--- config.mk ---
export PLATFORM = sky130hd
export DESIGN_NAME = irq_flag_enable
export DESIGN_NICKNAME = d
export VERILOG_FILES = /design/src/rtl/ifer_pkg.sv /design/src/rtl/ifer_flag_bank.sv /design/src/rtl/ifer_enable_bank.sv /design/src/rtl/ifer_irq_view.sv /design/src/rtl/irq_flag_enable.sv
export SDC_FILE = /design/constraint.sdc
export NUM_CORES = 1
export LEC_CHECK = 0
export BUFFER_PORTS_ARGS = -buffer_cell sky130_fd_sc_hd__buf_4
export CAP_MARGIN = 20
export CORE_AREA = 2 2 46 48
export DETAILED_ROUTE_END_ITERATION = 6
export DIE_AREA = 0 0 48 50
export PLACE_DENSITY = 0.71
export SLEW_MARGIN = 15
export SYNTH_ARGS = -nofsm -noshare
export SYNTH_HDL_FRONTEND = slang
export SYNTH_SLANG_ARGS = --single-unit
--- constraint.sdc ---
create_clock -name clk -period 0.85 [get_ports clk]
set_input_delay 0.085 -clock clk [delete_from_list [all_inputs] [get_ports clk]]
set_output_delay 0.085 -clock clk [all_outputs]
set_load 0.01 [all_outputs]
--- src/rtl/ifer_pkg.sv ---
// Shared constants and types for the interrupt flag/enable pair.
// Assumes a byte-wide bus whose top bit is a control/summary bit.
package ifer_pkg;
    localparam int BUS_W   = 8;
    localparam int FLAG_N  = BUS_W - 1;
    localparam int SPARE_N = 4;
    localparam int T1_POS  = 6;
    localparam int T2_POS  = 5;
    localparam int SR_POS  = 2;

    typedef enum logic {
        REG_FLAG   = 1'b0,
        REG_ENABLE = 1'b1
    } reg_sel_e;

    // Flag bit used by spare source idx: bits 0,1 then 3,4 (bit 2 is the shift register).
    function automatic int spare_pos(int idx);
        return (idx < SR_POS) ? idx : idx + 1;
    endfunction
endpackage

--- src/rtl/ifer_flag_bank.sv ---
// Pending-event flags. Set pulses OR in, CPU writes clear bits written as one.
// Assumes set_vec holds single-cycle pulses. A set wins over a clear in the same cycle.
module ifer_flag_bank #(
    parameter int N = 7
) (
    input  logic         clk,
    input  logic         rst_n,
    input  logic [N-1:0] set_vec,
    input  logic         clr_wr,
    input  logic [N-1:0] clr_mask,
    output logic [N-1:0] flags
);
    logic [N-1:0] flags_q;
    logic [N-1:0] keep_mask;

    // Bits that survive this cycle's CPU clear.
    always_comb keep_mask = clr_wr ? ~clr_mask : '1;

    // Flag storage: clear first, then the set pulses take priority.
    always_ff @(posedge clk) begin
        if (!rst_n) flags_q <= '0;
        else        flags_q <= (flags_q & keep_mask) | set_vec;
    end

    assign flags = flags_q;


    flag_clear_chk: assert property (@(posedge clk) disable iff (!rst_n)
        clr_wr |=> ((flags_q & $past(clr_mask & ~set_vec)) == '0));

    set_wins_chk: assert property (@(posedge clk) disable iff (!rst_n)
        (set_vec != '0) |=> ((flags_q & $past(set_vec)) == $past(set_vec)));

    flag_hold_chk: assert property (@(posedge clk) disable iff (!rst_n)
        (!clr_wr && set_vec == '0) |=> $stable(flags_q));
endmodule

--- src/rtl/ifer_enable_bank.sv ---
// Enable mask. The top write bit selects set mode (1) or clear mode (0) for the low bits.
// Assumes wr is a single-cycle write strobe with wdata valid alongside it.
module ifer_enable_bank #(
    parameter int N = 7
) (
    input  logic       clk,
    input  logic       rst_n,
    input  logic       wr,
    input  logic [N:0] wdata,
    output logic [N-1:0] en
);
    localparam int MODE_BIT = N;
    logic [N-1:0] en_q;
    logic [N-1:0] en_next;

    // Next mask from the write mode.
    always_comb begin
        if (!wr)                 en_next = en_q;
        else if (wdata[MODE_BIT]) en_next = en_q | wdata[N-1:0];
        else                     en_next = en_q & ~wdata[N-1:0];
    end

    // Enable storage.
    always_ff @(posedge clk) begin
        if (!rst_n) en_q <= '0;
        else        en_q <= en_next;
    end

    assign en = en_q;


    en_set_chk: assert property (@(posedge clk) disable iff (!rst_n)
        (wr && wdata[MODE_BIT]) |=> ((en_q & $past(wdata[N-1:0])) == $past(wdata[N-1:0])));

    en_clear_chk: assert property (@(posedge clk) disable iff (!rst_n)
        (wr && !wdata[MODE_BIT]) |=> ((en_q & $past(wdata[N-1:0])) == '0));

    en_hold_chk: assert property (@(posedge clk) disable iff (!rst_n)
        !wr |=> $stable(en_q));
endmodule

--- src/rtl/ifer_irq_view.sv ---
// Read-data view of the pair plus the registered request output.
// Assumes flags and en are register outputs. Reads have no side effects.
module ifer_irq_view #(
    parameter int N = 7
) (
    input  logic         clk,
    input  logic         rst_n,
    input  logic [N-1:0] flags,
    input  logic [N-1:0] en,
    input  logic         sel,
    output logic [N:0]   rdata,
    output logic         irq
);
    logic any_active;
    logic irq_q;

    // Summary of enabled pending sources.
    always_comb any_active = |(flags & en);

    // Read multiplexer with the bit 7 encodings.
    always_comb rdata = sel ? {1'b1, en} : {any_active, flags};

    // Registered request.
    always_ff @(posedge clk) begin
        if (!rst_n) irq_q <= 1'b0;
        else        irq_q <= any_active;
    end

    assign irq = irq_q;


    irq_lag_chk: assert property (@(posedge clk) disable iff (!rst_n)
        1'b1 |=> (irq_q == $past(|(flags & en))));
endmodule

--- src/rtl/irq_flag_enable.sv ---
// Top: interrupt flag and enable register pair on a byte-wide register bus.
// Maps the event pulses onto flag bits, decodes bus writes and drives the request output.
// Assumes a synchronous active-low reset and single-cycle event pulses.
module irq_flag_enable
    import ifer_pkg::*;
#(
    parameter int DATA_W = ifer_pkg::BUS_W
) (
    input  logic              clk,
    input  logic              rst_n,
    input  logic              bus_cs,
    input  logic              bus_we,
    input  logic              bus_sel,
    input  logic [DATA_W-1:0] bus_wdata,
    output logic [DATA_W-1:0] bus_rdata,
    input  logic              t1_evt,
    input  logic              t2_evt,
    input  logic              sr_evt,
    input  logic [SPARE_N-1:0] spare_evt,
    output logic              irq_o
);
    localparam int N = DATA_W - 1;

    logic [N-1:0] set_vec;
    logic [N-1:0] flags;
    logic [N-1:0] en;
    logic         wr_stb, wr_flag, wr_en;

    // Source-to-bit mapping of the set pulses.
    always_comb begin
        set_vec         = '0;
        set_vec[T1_POS] = t1_evt;
        set_vec[T2_POS] = t2_evt;
        set_vec[SR_POS] = sr_evt;
        for (int i = 0; i < SPARE_N; i++) set_vec[spare_pos(i)] = spare_evt[i];
    end

    // Write strobe decode.
    always_comb begin
        wr_stb  = bus_cs & bus_we;
        wr_flag = wr_stb & (bus_sel == REG_FLAG);
        wr_en   = wr_stb & (bus_sel == REG_ENABLE);
    end

    ifer_flag_bank #(.N(N)) u_flags (
        .clk(clk), .rst_n(rst_n), .set_vec(set_vec),
        .clr_wr(wr_flag), .clr_mask(bus_wdata[N-1:0]), .flags(flags)
    );

    ifer_enable_bank #(.N(N)) u_en (
        .clk(clk), .rst_n(rst_n), .wr(wr_en), .wdata(bus_wdata), .en(en)
    );

    ifer_irq_view #(.N(N)) u_view (
        .clk(clk), .rst_n(rst_n), .flags(flags), .en(en),
        .sel(bus_sel), .rdata(bus_rdata), .irq(irq_o)
    );


    reset_clear_chk: assert property (@(posedge clk)
        !rst_n |=> (flags == '0 && en == '0 && !irq_o));
endmodule

==> key figures <==
GRT
  • Initial antenna violation count: 0
  • GR Layer Usage met3: 4.396%
  • Met2 usage in global routing: 32.67%
  • GRT overflow: 0
  • M1 GR Usage: 21.33%
  • First-pass GRT wire length: 3325 um
  • Total GRT Usage: 19.23%
  • Largest net degree at the start of global routing: 17
  • Vias in the first global route: 803
  • GR peak layer: met2

Timing
  • Final worst-path cycle share: 165.1%
  • Crit path time final: 1.404 ns
  • Maximum clock rate: 0.7124 GHz
  • Final setup vio count: 9
  • Fin. max-slew vios: 0
  • Slew headroom: 77.00%
  • Final clock skew: 0.001318 ns
  • Tightest Pin Transition: 0.3449 ns
  • Final worst slack: -0.5537 ns
  • RSZ-0062 raised after global routing: yes
  • Final Hold Viols: 0

Synthesis
  • Seq/Total Area, Yosys: 41.17%
  • Simple logic cell fraction of the synthesized area: 12.52%
  • Compound-Gate Fraction of Synth Area: 15.09%
  • Unique cell type count in the Yosys netlist: 14
  • Post-synthesis net count: 98
  • Synth area leader: dfxtp_1
  • Cell Area, Synth: 729.5 um^2
  • Top-area cell type share of the netlist area: 41.17%
  • Largest family of logic cells by synthesized area: multiplexers
  • Synthesized area per cell: 9.352 um^2
  • Synth Warn #: 0
  • #FFs+latches synth: 15
  • Area contributors post-synth: dfxtp_1, mux2_2, mux2i_1, a31oi_1, nand4_1
  • Post-synthesis adder-cell area fraction: 0%
  • Post-synthesis mux area share: 20.41%
  • Post-Synth XOR/XNOR Area: 0%
  • Post-Syn Instances: 78

CTS
  • CTS clock-pin slew for the worst setup and hold paths: 0.09 ns
  • TritonCTS Sinks: 15
  • Clock tree from TritonCTS: built
  • Worst-Skew Late Latency: 0.28 ns
  • CTS Root Cell: clkbuf_4
  • Clock H-tree levels: 1
  • CTS buffer count: 3
  • Max Root-Sink Buffers: 2

Die
  • Die height: 50 um
  • Die W: 48 um
  • Core area: 1902 um^2
  • Core Rows: 16
  • IO Pins: 29
  • Starting density of the core: 38.36%
  • Die area: 2400 um^2

Routing
  • Drt pass-1 iters: 6
  • Vias: 756
  • Vias/cell: 5.040
  • Antenna Nets Post-Route: 0
  • Initial DRC Count: 9
  • DRC violations left: 0
  • DRT Wirelength: 2037 um
  • Post-DR wirelength/cell: 13.58 um

Setup path
  • Data arrival, critical path: 1.32 ns
  • Worst-path fanout max: 3
  • CP startpoint kind: register
  • Crit end category: primary output
  • WP data required: 0.76 ns
  • Crit Path Class: register to primary output
  • Reg2reg setup slack: -0.21 ns

Place
  • Placement Setup Slack: -0.2336 ns
  • Routability cong.: 0.8417
  • IO Port Bufs: 28

Final layout
  • Commonest non-fill, non-tap cell in the layout: buf_4
  • Area occupied by multi-input gates: 372.9 um^2
  • Most frequent cells in the layout: buf_4, dfxtp_2, buf_6
  • Fin util: 63.42%
  • Antenna Cells: 0
  • Fillers: 151
  • Layout cell share with drive strength beyond 1: 51.22%
  • P&R area growth vs syn: 65.35%
  • Fin nets: 144
  • Register Area: 316.6 um^2

Status
  • Status: finished, violations left
  • Failing checks: negative setup slack

Hold path
  • Hold Path Class: primary input to register

Pwr
  • Peak VDD IR: 0.7981 mV
  • P per Cell Area: 1272 nW/um^2
  • Pleak: 0.6152 nW

Job
  • Max-cap violations: 0
==> per-layer routing <==
layer,up-vias,routed length (um)
li1,374,-
met1,355,873
met2,21,1037
met3,6,74
met4,0,53
met5,-,0
==> synth_stat cells <==
| master | n |
|---|---|
| a222oi_1 | 1 |
| nand4_1 | 7 |
| o21ai_0 | 7 |
| a22oi_1 | 2 |
| inv_1 | 8 |
| and3b_1 | 1 |
| dfxtp_1 | 15 |
| nand2_1 | 8 |
| mux2_2 | 7 |
| mux2i_1 | 7 |
| buf_6 | 3 |
| nand4b_1 | 1 |
| a31oi_1 | 8 |
| buf_2 | 3 |
==> power breakdown <==
part	internal (mW)	switching [mW]	leakage, nW	total (mW)
logic	0.217	0.139	0.472	0.356
registers	0.742	0.0239	0.128	0.766
clock network	0.182	0.231	0.0150	0.413
total	1.14	0.393	0.615	1.53
==> final cells by class <==
| type | count | share of cell area [%] |
|---|---|---|
| multi-input cells | 49 | 30.91 |
| repair buffers | 47 | 35.37 |
| clock buffers | 4 | 2.178 |
| well taps | 27 | 2.801 |
| inverters | 8 | 2.490 |
| flip-flops and latches | 15 | 26.24 |
==> final timing paths <==
| check | start | endpoint | cells past startpoint |
|---|---|---|---|
| setup / recovery | u_flags.flags[4] | bus_rdata[7] | 3 |
| setup reg to reg | u_flags.flags[4] | u_view.irq | 3 |
| hold reg to reg | register | register | 2 |
| hold / removal | t1_evt | u_flags.flags[6] | 3 |
==> repair_timing <==
item,in CTS,in global routing
setup buffers,2,1
hold buffers,7,0
resized for setup,29,6
pin swaps,2,6
hold endpoints to repair,7,0
setup endpoints to repair,9,15
==> through the flow <==
step           hold WS [ns]  setup TNS [ns]  instance area [um^2]  instances  power, mW
5_1_grt             0.04762          -3.242                  1206        150      1.613
4_1_cts             0.05363          -2.798                  1200        151      1.534
3_3_place_gp         0.2822         -0.5925                  1007        138      1.054
3_5_place_dp         0.2855         -0.6074                  1007        138      1.061
6_report            0.05500          -2.802                  1206        150      1.534
2_1_floorplan        0.1852         -0.1354                 729.5         78     0.9041
==> worst max-delay path, stage by stage (launching register included) <==
cell and delay, ns:
dfxtp_2 0.34, a222oi_1 0.38, nand4b_1 0.15, buf_4 0.17
==> kinds of logic after synthesis <==
family,Yosys count
AOI/OAI and AO/OA,18
buffers and inverters,14
DFF,15
muxes,14
and+or+nand+nor,17
(Power assumes the default switching activity.)
